$ cat src/rtl/memap_pkg.sv
package memap_pkg;

    localparam int SEL_W = 3;

    localparam logic [SEL_W-1:0] SEL_CSW  = 3'd0;
    localparam logic [SEL_W-1:0] SEL_TAR  = 3'd1;
    localparam logic [SEL_W-1:0] SEL_MAIN = 3'd2;

    typedef enum logic [1:0] {
        SZ_BYTE = 2'd0,
        SZ_HALF = 2'd1,
        SZ_WORD = 2'd2,
        SZ_RSVD = 2'd3
    } size_e;

    typedef enum logic [1:0] {
        INC_OFF    = 2'd0,
        INC_SINGLE = 2'd1,
        INC_PACKED = 2'd2,
        INC_RSVD   = 2'd3
    } inc_e;

    typedef enum logic {
        ST_IDLE = 1'b0,
        ST_BUS  = 1'b1
    } state_e;

endpackage

$ cat src/rtl/memap_tar_step.sv
module memap_tar_step
    import memap_pkg::*;
#(
    parameter int ADDR_W     = 32,
    parameter int BLOCK_BITS = 10
) (
    input  logic [ADDR_W-1:0] tar_i,
    input  size_e             size_i,
    output logic [ADDR_W-1:0] tar_o
);
    logic [BLOCK_BITS-1:0] step;
    logic [BLOCK_BITS-1:0] low_sum;

    always_comb begin
        case (size_i)
            SZ_BYTE: step = BLOCK_BITS'(1);
            SZ_HALF: step = BLOCK_BITS'(2);
            default: step = BLOCK_BITS'(4);
        endcase
        low_sum = tar_i[BLOCK_BITS-1:0] + step;
    end

    generate
        if (BLOCK_BITS < ADDR_W) begin : g_upper
            assign tar_o = {tar_i[ADDR_W-1:BLOCK_BITS], low_sum};
        end else begin : g_full
            assign tar_o = low_sum;
        end
    endgenerate
endmodule

$ cat src/rtl/memap_bank_addr.sv
module memap_bank_addr #(
    parameter int ADDR_W = 32
) (
    input  logic [ADDR_W-1:0] tar_i,
    input  logic              banked_i,
    input  logic [1:0]        bank_i,
    output logic [ADDR_W-1:0] addr_o
);
    logic [ADDR_W-1:0] slot_addr;

    assign slot_addr = {tar_i[ADDR_W-1:4], bank_i, 2'b00};

    always_comb begin
        addr_o = banked_i ? slot_addr : tar_i;
    end
endmodule

$ cat src/rtl/memap_addr_seq.sv
module memap_addr_seq
    import memap_pkg::*;
#(
    parameter int ADDR_W     = 32,
    parameter int DATA_W     = 32,
    parameter int BLOCK_BITS = 10
) (
    input  logic              clk,
    input  logic              rst_n,
    input  logic              req_valid,
    output logic              req_ready,
    input  logic [2:0]        req_sel,
    input  logic              req_write,
    input  logic [DATA_W-1:0] req_wdata,
    output logic              rsp_valid,
    output logic [DATA_W-1:0] rsp_rdata,
    output logic              rsp_err,
    output logic              bus_valid,
    output logic [ADDR_W-1:0] bus_addr,
    output logic [1:0]        bus_size,
    output logic              bus_write,
    output logic [DATA_W-1:0] bus_wdata,
    input  logic              bus_done,
    input  logic              bus_err,
    input  logic [DATA_W-1:0] bus_rdata
);
    localparam int ERR_BIT = 7;

    typedef struct packed {
        state_e            st;
        logic [ADDR_W-1:0] tar;
        size_e             size;
        inc_e              inc;
        logic              err;
        logic              main;
        logic [ADDR_W-1:0] baddr;
        logic              bwrite;
        logic [DATA_W-1:0] bwdata;
        logic              rsp_v;
        logic              rsp_e;
        logic [DATA_W-1:0] rsp_d;
    } regs_t;

    regs_t q, d;

    logic              accept;
    logic              is_bank;
    logic              is_window;
    logic [ADDR_W-1:0] tar_adv;
    logic [ADDR_W-1:0] issue_addr;
    logic [DATA_W-1:0] csw_word;
    logic              completing;

    memap_tar_step #(
        .ADDR_W    (ADDR_W),
        .BLOCK_BITS(BLOCK_BITS)
    ) u_step (
        .tar_i (q.tar),
        .size_i(q.size),
        .tar_o (tar_adv)
    );

    memap_bank_addr #(
        .ADDR_W(ADDR_W)
    ) u_bank (
        .tar_i   (q.tar),
        .banked_i(is_bank),
        .bank_i  (req_sel[1:0]),
        .addr_o  (issue_addr)
    );

    assign accept     = (q.st == ST_IDLE) && req_valid;
    assign is_bank    = req_sel[2];
    assign is_window  = is_bank || (req_sel == SEL_MAIN);
    assign completing = (q.st == ST_BUS) && bus_done;
    assign csw_word   = DATA_W'({q.err, 1'b0, q.inc, 2'b00, q.size});

    always_comb begin
        d       = q;
        d.rsp_v = 1'b0;
        d.rsp_e = 1'b0;
        d.rsp_d = '0;
        if (accept) begin
            if (is_window) begin
                d.st     = ST_BUS;
                d.main   = !is_bank;
                d.baddr  = issue_addr;
                d.bwrite = req_write;
                d.bwdata = req_write ? req_wdata : '0;
            end else begin
                d.rsp_v = 1'b1;
                if (req_sel == SEL_CSW) begin
                    if (req_write) begin
                        d.size = size_e'(req_wdata[1:0]);
                        d.inc  = inc_e'(req_wdata[5:4]);
                        if (req_wdata[ERR_BIT]) begin
                            d.err = 1'b0;
                        end
                    end else begin
                        d.rsp_d = csw_word;
                    end
                end else if (req_sel == SEL_TAR) begin
                    if (req_write) begin
                        d.tar = req_wdata[ADDR_W-1:0];
                    end else begin
                        d.rsp_d = DATA_W'(q.tar);
                    end
                end
            end
        end
        if (completing) begin
            d.st    = ST_IDLE;
            d.rsp_v = 1'b1;
            if (bus_err) begin
                d.err   = 1'b1;
                d.rsp_e = 1'b1;
            end else begin
                if (!q.bwrite) begin
                    d.rsp_d = bus_rdata;
                end
                if (q.main && (q.inc == INC_SINGLE || q.inc == INC_PACKED)) begin
                    d.tar = tar_adv;
                end
            end
        end
    end

    always_ff @(posedge clk) begin
        if (!rst_n) begin
            q        <= '0;
            q.st     <= ST_IDLE;
            q.size   <= SZ_WORD;
            q.inc    <= INC_OFF;
        end else begin
            q <= d;
        end
    end

    assign req_ready = (q.st == ST_IDLE);
    assign rsp_valid = q.rsp_v;
    assign rsp_rdata = q.rsp_d;
    assign rsp_err   = q.rsp_e;
    assign bus_valid = (q.st == ST_BUS);
    assign bus_addr  = q.baddr;
    assign bus_size  = q.size;
    assign bus_write = q.bwrite;
    assign bus_wdata = q.bwdata;


    main_issue_addr_chk: assert property (@(posedge clk) disable iff (!rst_n)
        (accept && req_sel == SEL_MAIN) |=> (bus_valid && bus_addr == $past(q.tar)));


    block_wrap_chk: assert property (@(posedge clk) disable iff (!rst_n)
        (completing && q.main) |=> (q.tar[ADDR_W-1:BLOCK_BITS] == $past(q.tar[ADDR_W-1:BLOCK_BITS])));


    bank_keeps_tar_chk: assert property (@(posedge clk) disable iff (!rst_n)
        (completing && !q.main) |=> $stable(q.tar));


    err_sets_flag_chk: assert property (@(posedge clk) disable iff (!rst_n)
        (completing && bus_err) |=> (q.err && rsp_err && $stable(q.tar)));


    err_sticky_chk: assert property (@(posedge clk) disable iff (!rst_n)
        (q.err && !(accept && req_write && req_sel == SEL_CSW && req_wdata[ERR_BIT])) |=> q.err);


    bus_hold_chk: assert property (@(posedge clk) disable iff (!rst_n)
        (bus_valid && !bus_done) |=> (bus_valid && $stable(bus_addr) && !req_ready));


    rsp_after_done_chk: assert property (@(posedge clk) disable iff (!rst_n)
        completing |=> (rsp_valid && !bus_valid));
endmodule

$ cat config.mk
export PLATFORM = sky130hd
export DESIGN_NAME = memap_addr_seq
export DESIGN_NICKNAME = d
export VERILOG_FILES = /design/src/rtl/memap_pkg.sv /design/src/rtl/memap_tar_step.sv /design/src/rtl/memap_bank_addr.sv /design/src/rtl/memap_addr_seq.sv
export SDC_FILE = /design/constraint.sdc
export NUM_CORES = 1
export LEC_CHECK = 0
export ABC_AREA = 1
export BUFFER_PORTS_ARGS = -buffer_cell sky130_fd_sc_hd__buf_2
export CORE_MARGIN = 2
export CORE_UTILIZATION = 54
export DETAILED_ROUTE_END_ITERATION = 7
export PLACE_DENSITY = 0.91
export SETUP_SLACK_MARGIN = 0.1
export SKIP_LAST_GASP = 1
export SLEW_MARGIN = 25
export SYNTH_ARGS = -nofsm -noshare
export SYNTH_HDL_FRONTEND = slang
export SYNTH_HIERARCHICAL = 1
export SYNTH_SLANG_ARGS = --single-unit
$ cat constraint.sdc
create_clock -name clk -period 2.3 [get_ports clk]
set_input_delay 0.345 -clock clk [delete_from_list [all_inputs] [get_ports clk]]
set_output_delay 0.345 -clock clk [all_outputs]
set_load 0.02 [all_outputs]
Word-level counts from Yosys, hierarchy flattened
Index checks and enable logic that the tools add are counted.

word-level totals
  bits in registers = 138
  bits of input ports = 73
  logic and storage cells = 63

operators by class
  add/sub/neg operators = 1
  eq/ne operators = 6
  muxes and demuxes = 28
  bitwise gates (word level) = 3
  reduce and logical (&&, ||, !) cells = 12

operators with widths
  operator            count
  $mux 32             14
  $mux 104            1
  $mux 66             1
  $mux 37             1
  $mux 34             1
  $add 10x3->10       1
  $mux 5              2
  $mux 8              1
  $pmux 3 s2          1
  $mux 1              5
  $eq 2x1->1 const B  2
  $mux 4              1
  $reduce_and 2->1    2
  $reduce_and 4->1    1
  $eq 3x1->1 const B  1
  $eq 3x2->1 const B  1
  $logic_and 1x1->1   3
  $logic_not 3->1     1
  $ne 3x3->1 const B  1
  $not 1->1           3
  $eq 2x2->1 const B  1
  $logic_not 2->1     1
  $logic_or 1x1->1    2
  $reduce_or 2->1     1
  $logic_not 1->1     1

Depth between registers and ports, before layout
Gate-level depths: netlist (run 1).

  depth after elaboration = 8
  gate-level depth with buffers = 13

Hierarchy
The synthesis (run 1) kept the hierarchy.

by module, submodules not included
  module           times used  cells an instance  area each (um^2)  sequential area each (um^2)
  memap_addr_seq   1           1014               6746.5            2762.6
  memap_tar_step   1           78                 469.2             0.0
  memap_bank_addr  1           39                 251.5             0.0

Worst setup path after synthesis (run 1)
Ideal clock, no wire load.

  kind = register to register
  from = register q (netlist bit bus_size[1])
  to = register q[113] (netlist name)
  arrival = 1.629 ns
  setup slack = 0.556 ns
  cell stages (with the launch flop) = 13
  path buffers = 0
  clock period less this slack = 1.744 ns
  cells stage by stage = dfxtp_1 > nor2_1 > ha_1 > inv_1 > fa_1 > inv_1 > nand2_1 > nand2_1 > nand2_2 > o21ai_1 > nand2_1 > o21ai_1 > nor2_1

between the ends
  longest elaborated chain between the ends = 6
  elaborated cells on any way between the ends = 7
  classes of those cells = add/sub (1); eq/ne (1); mux (4); reduce/logical (1)

ends and longest elaborated chain
  what                                                  RTL line               RTL
  start, declared                                       memap_addr_seq.sv:44   regs_t q, d;
  $eq 2x1->1 / $logic_not 2->1 (equally long branches)  memap_tar_step.sv:15   case (size_i)
  $pmux 3 s2 *                                          memap_tar_step.sv:15
  $add 10x3->10 *                                       memap_tar_step.sv:20   low_sum = tar_i[BLOCK_BITS-1:0] + step;
  via tar_adv[8]                                        memap_addr_seq.sv:49   logic [ADDR_W-1:0] tar_adv;
  $mux 32 *                                             memap_addr_seq.sv:121  if (q.main && (q.inc == INC_SINGLE || q.inc == INC_PACKED)) begin
  $mux 32 *                                             memap_addr_seq.sv:114  if (bus_err) begin
  $mux 32 *                                             memap_addr_seq.sv:111  if (completing) begin

The timed path passes the listed nets; every way through them passes the cells marked *. The select of a mux whose other input is x is not followed.
A chain may end at the register's enable or synchronous reset.

Worst setup path after layout (run 1)
Same ends and word-level chain as after synthesis.

==> results of run 1 <==
==> stage by stage <==
step	hold slack, ps	instance area [sq um]	power, mW
2_1_floorplan	441	7470	3.24
3_3_place_gp	450	7350	3.35
3_5_place_dp	462	7350	3.36
4_1_cts	166	7950	6.07
5_1_grt	177	7950	6.26
6_report	180	7950	6.04
==> cells by family after synthesis <==
family | after synthesis | share of synthesized area
DFF | 138 | 0.370
buffers and inverters | 300 | 0.235
xor gates and xnor gates | 5 | 0.00587
AOI/OAI and AO/OA | 135 | 0.0912
and+or+nand+nor | 549 | 0.290
adders and majority gates | 4 | 0.00771
==> final cells by class <==
| class | count | area (sq um) |
|---|---|---|
| Clock buffer | 26 | 509 |
| Clock inverter | 6 | 85.1 |
| Fill cell | 1198 | 5400 |
| Inverter | 94 | 355 |
| Multi-Input combinational cell | 693 | 2960 |
| Sequential cell | 138 | 2760 |
| Tap cell | 176 | 220 |
| Timing Repair Buffer | 194 | 1060 |
==> report_power, final <==
| group | leakage [nW] | switching (mW) | internal [mW] | total, mW |
|---|---|---|---|---|
| registers | 1.12 | 0.0622 | 2.50 | 2.57 |
| logic | 2.65 | 0.499 | 0.252 | 0.751 |
| clock network | 0.287 | 0.987 | 1.74 | 2.73 |
==> cell usage after synthesis <==
cell / number
ha_1: 3
o211ai_1: 1
nor2_4: 2
nand3_1: 32
clkbuf_1: 21
inv_1: 89
nor2_1: 279
o21ai_1: 20
fa_1: 1
xor2_1: 3
nand3b_1: 1
nor3_2: 1
nand3_2: 1
nor3_1: 2
nand4_1: 2
dfxtp_1: 138
inv_4: 1
o21ai_0: 79
buf_2: 18
a21oi_1: 34
inv_2: 3
xnor2_1: 2
clkbuf_2: 5
o21bai_1: 1
nand2_1: 219
buf_4: 160
nor2_2: 4
clkinv_1: 1
nand2_2: 6
buf_1: 2
==> worst paths after layout <==
kind         slack, ps                       end
max reg2reg        360         q[113]$_SDFF_PN0_
max                360         q[113]$_SDFF_PN0_
min reg2reg        470    csw_word[7]$_SDFF_PN0_
min                180  rsp_rdata[26]$_SDFF_PN0_
==> registers in the layout (all words and copies together) (netlist names) <==
signal	count
bus_addr	32
bus_size	2
bus_valid	1
bus_wdata	32
bus_write	1
csw_word	3
q	33
rsp_err	1
rsp_rdata	32
rsp_valid	1
==> metal layers <==
metal / vias to the layer above / share of wire / wire length (um) / global-route usage
li1: 3321 / - / - / -
met1: 3000 / 0.42 / 7390 / 0.287
met2: 239 / 0.49 / 8730 / 0.418
met3: 44 / 0.060 / 1060 / 0.0566
met4: 0 / 0.034 / 609 / 0.110
met5: - / 0 / 0 / 0
==> placed cells by master (no fill, tap or decap), types with 16 or more instances in the layout <==
cell / synthesis / layout
nand2_1: 219 / 219
inv_1: 89 / 89
buf_4: 160 / 16
a21oi_1: 34 / 34
buf_2: 18 / 175
o21ai_1: 20 / 20
clkbuf_16: 0 / 17
dfxtp_1: 138 / 138
nand3_1: 32 / 31
o21ai_0: 79 / 79
nor2_1: 279 / 279
==> worst max-delay path: stages, from the launching register on <==
cell,delay [ps]
dfxtp_1,350
nor2_1,110
ha_1,190
inv_1,60
fa_1,420
inv_1,70
nand2_1,40
nand2_1,90
nand2_2,90
o21ai_1,130
nand2_1,70
o21ai_1,140
nor2_1,60
==> impl_metrics.ini, run 1 <==
[cells_and_area]
area_growth_pct = 6.42
fin_util = 0.595
nets = 1215
drive_above_1_share = 0.209
diodes = 0
stdcell_count = 1327

[clock_network]
cts_root_buf = clkbuf_16
clockBufferDepth = 2
postCtsSetupRepairBufs = 0
cts_tree = built
post_cts_resize_count = 0
ctsHtreeMaxLevel = 4
worstSkewPairLatency_ps = 410
postCtsHoldBufs = 0
clk_pin_slew_ps = 60
cts.sinks = 138
cts_buffers = 17

[grt]
grt_max_degree = 56
antenna_found_initial = 0
grt_pass1_wl_um = 28400
grt_util_all_layers = 0.242
grt_overflow = 0
grt_pass1_vias = 5982

[timing]
setup_violations = 0
fmax_mhz = 515
rsz0062_at_grt = no
worst_pin_slew_ps = 656
post-route-period-util = 0.844
drv_slew = 0
finalHoldViolations = 0
fin_ws_ps = 359
slew_headroom = 0.562
skew_ps = 4.13
post-route-min-period_ps = 1940
setup_tns_ps = 0

[logic_synthesis]
syn_nets = 1208
synth_area_leaders = dfxtp_1, buf_4, nor2_1
postSynthCellCount = 1131
synth_area_sq_um = 7470
yosys_warnings = 6
yosys.area.top_type_share = 0.370
yosysTopAreaCell = dfxtp_1
synth-seq-area-share = 0.370
yosysUniqueCellTypes = 30
synth_area_per_cell_sq_um = 6.60
synth-seq-cells = 138

[floorplanning]
initial_core_util = 0.559
num_rows = 42
die_y_um = 122
die_w_um = 122
die_area_sq_um = 14800
coreArea_sq_um = 13300
io-pin-count = 176

[route]
dr.pass1.iters = 5
drc = 0
viasPerCell = 4.98
routedWlPerCell_um = 13.4
via_count = 6604
first_iter_violations = 518
ant_nets = 0
wl_um = 17800

[place]
place_ws_ps = 418
port_buffers = 175
dp_hpwl_um = 12300
place_inst = 1295
gp_congestion = 0.881

[worst_setup_path]
arrival_ps = 2250
crit_type = flop to flop
critPathRequiredTime_ps = 2610
end_kind = flop
cp-startpoint = bus_size[1]$_SDFFE_PN1P_
crit_fanout = 6
regToRegStartpoint = bus_size[1]$_SDFFE_PN1P_
ff2ff_path_depth = 12
cp-start-kind = flop

[worst_hold_path]
min_from = bus_rdata[26]
whs_path_depth = 3
hp-class = input port to flop

[pwr]
ir_worst_vdd_mv = 0.490
power_density_nw_per_um2 = 760
leakage_nw = 4.06

[outcome]
status = complete, no violations

[run]
maxCapViolCount = 0
(Power assumes the default switching activity.)
==> inputs of run 2 (changes only) <==
Clock period 2.3 ns to 1.85 ns, I/O delays scaled along.
==> run 2 against run 1 <==
Design area up 2.0%. Register-to-register slack worse by 230 ps. Sequential cell count stayed put. Utilization up 1.2 points. Combinational power is 27% higher. Total power is 25% higher. Final cell count up 0.83%. Sequential share of layout area decreased by 0.61 points.
==> impl_metrics.ini, run 2 (synthesis results as in run 1) <==
[grt]
met3_usage = 0.0576
grt_util_all_layers = 0.247
grt_pass1_wl_um = 28900
gr-usage-met2 = 0.424
grt_pass1_vias = 6159
grt_overflow = 0
antenna_found_initial = 1
grt-busiest-layer = met2
globalRouteMet1Util = 0.300
grt_max_degree = 72

[worst_setup_path]
slowest_delay_ps = 370
crit_fanout = 3
critPathBufInv = 2
path_cells = nor2_4, ha_4, inv_2, fa_2, inv_2, nand2_2, nand2_2, nand2_4, o21ai_2, nand2_1, o21ai_1, nor2_1
cp-start-kind = flop
slowest_stage = fa_2
arrival_ps = 2030
regToRegStartpoint = bus_size[0]$_SDFFE_PN0P_
critPathTopFamily = adder cells
worst_r2r_endpoint = q[113]$_SDFF_PN0_
ff2ff_path_depth = 12
reg2reg_setup_slack_ps = 130
critPathRequiredTime_ps = 2160
crit_type = flop to flop
end_kind = flop

[clock_network]
ctsHtreeMaxLevel = 4
clk_pin_slew_ps = 60
cts_buffers = 17
worstSkewPairLatency_ps = 420
cts_root_buf = clkbuf_16
clockBufferDepth = 2
cts_tree = built
cts.sinks = 138

[pwr]
ir_worst_vdd_mv = 0.574
finalPower_mw = 7.58
leakage_nw = 4.14
power_density_nw_per_um2 = 935

[timing]
setup_violations = 0
skew_ps = 9.84
post-route-period-util = 0.930
worst_pin_slew_ps = 522
rsz0062_at_grt = yes
post-route-min-period_ps = 1720
fmax_mhz = 581
slew_headroom = 0.652
drv_slew = 0
hold_ws_ps = 108
finalHoldViolations = 0
setup_tns_ps = 0
fin_ws_ps = 129

[worst_hold_path]
hold_path_end = rsp_rdata[0]$_SDFF_PN0_
hp-class = input port to flop
min_from = bus_rdata[0]
whs_path_depth = 3

[route]
wl_um = 18200
via_count = 6632
dr.pass1.iters = 7
routedWlPerCell_um = 13.6
drc = 0
ant_nets = 0
viasPerCell = 4.96
first_iter_violations = 614

[floorplanning]
coreArea_sq_um = 13300
die_area_sq_um = 14800
num_rows = 42
die_w_um = 122
io-pin-count = 176
die_y_um = 122
initial_core_util = 0.559

[cells_and_area]
area_growth_pct = 8.51
regMostFlops = q
mostFrequentLayoutCell = nor2_1
largest_reg_flops = 33
drive_above_1_share = 0.228
nets = 1225
final_cell_mix = nor2_1, nand2_1, buf_2, dfxtp_1, inv_1
fill_cells = 1223

[run]
maxCapViolCount = 0

[place]
place_ws_ps = 26.3
dp_hpwl_um = 12400
gp_congestion = 0.882
port_buffers = 175

[outcome]
status = complete, no violations
==> run 2: cell count changes in the layout (fill, tap and decap cells not counted), moves of 2 or more <==
| cell | delta |
|---|---|
| buf_12 | +2 |
| buf_4 | +8 |
| clkbuf_1 | -3 |
| clkbuf_8 | -3 |
| clkinv_2 | +3 |
| clkinv_4 | +2 |
| dfxtp_1 | -2 |
| inv_1 | -2 |
| inv_2 | +2 |
| nand2_1 | -2 |
| nor2_1 | -2 |
==> run 2: per-stage QoR <==
step / instances / instance area (sq um) / util
2_1_floorplan: 1131 / 7470 / -
3_3_place_gp: 1302 / 7430 / 0.557
3_5_place_dp: 1302 / 7430 / 0.557
4_1_cts: 1335 / 8050 / 0.603
5_1_grt: 1338 / 8100 / 0.607
6_report: 1338 / 8100 / 0.607
==> run 2: worst max path at each step <==
stage	endpoint	start	slack, ps	cells past startpoint
2_1_floorplan	q[113]$_SDFF_PN0_	bus_size[1]$_SDFFE_PN1P_	110	12
3_3_place_gp	q[113]$_SDFF_PN0_	bus_size[0]$_SDFFE_PN0P_	60	12
3_5_place_dp	q[113]$_SDFF_PN0_	bus_size[0]$_SDFFE_PN0P_	30	12
4_1_cts	q[113]$_SDFF_PN0_	bus_size[1]$_SDFFE_PN1P_	100	12
5_1_grt	q[113]$_SDFF_PN0_	bus_size[0]$_SDFFE_PN0P_	60	12
6_report	q[113]$_SDFF_PN0_	bus_size[0]$_SDFFE_PN0P_	130	12
==> run 2: per-layer routing <==
metal / part of all wire / routed length (um) / vias up
met5: 0 / 0 / -
met4: 0.027 / 491 / 0
met3: 0.066 / 1190 / 32
met2: 0.49 / 8900 / 272
met1: 0.42 / 7580 / 2983
li1: - / - / 3345
==> run 2: worst reg2reg max path, delay by kind of cell (launching register included) <==
family,cells,cell delay [ps]
and+or+nand+nor,6,430
buffers and inverters,2,100
DFF,1,360
adders and majority gates,2,510
AOI/OAI and AO/OA,2,220
==> run 2: layout make-up <==
type	instances	area [sq um]	area share
diodes	1	2.50	0.000309
clock buffers	20	457	0.0564
clock inverters	12	148	0.0182
inverters	94	355	0.0439
multi-input cells	693	3000	0.370
flip-flops and latches	138	2770	0.342
well taps	176	220	0.0272
repair buffers	204	1160	0.143
==> run 2: power by group <==
group	switching, mW	internal, mW	leakage [nW]
combinational	0.626	0.326	2.72
sequential	0.0780	3.11	1.13
clock	1.25	2.18	0.296
==> run 2: what timing repair did <==
item	CTS	global route
setup buffers	1	2
gates resized for setup	5	11
pin swaps	8	8
endpoints found under the setup margin	3	3
hold buffers	0	0
endpoints found under the hold margin	0	0
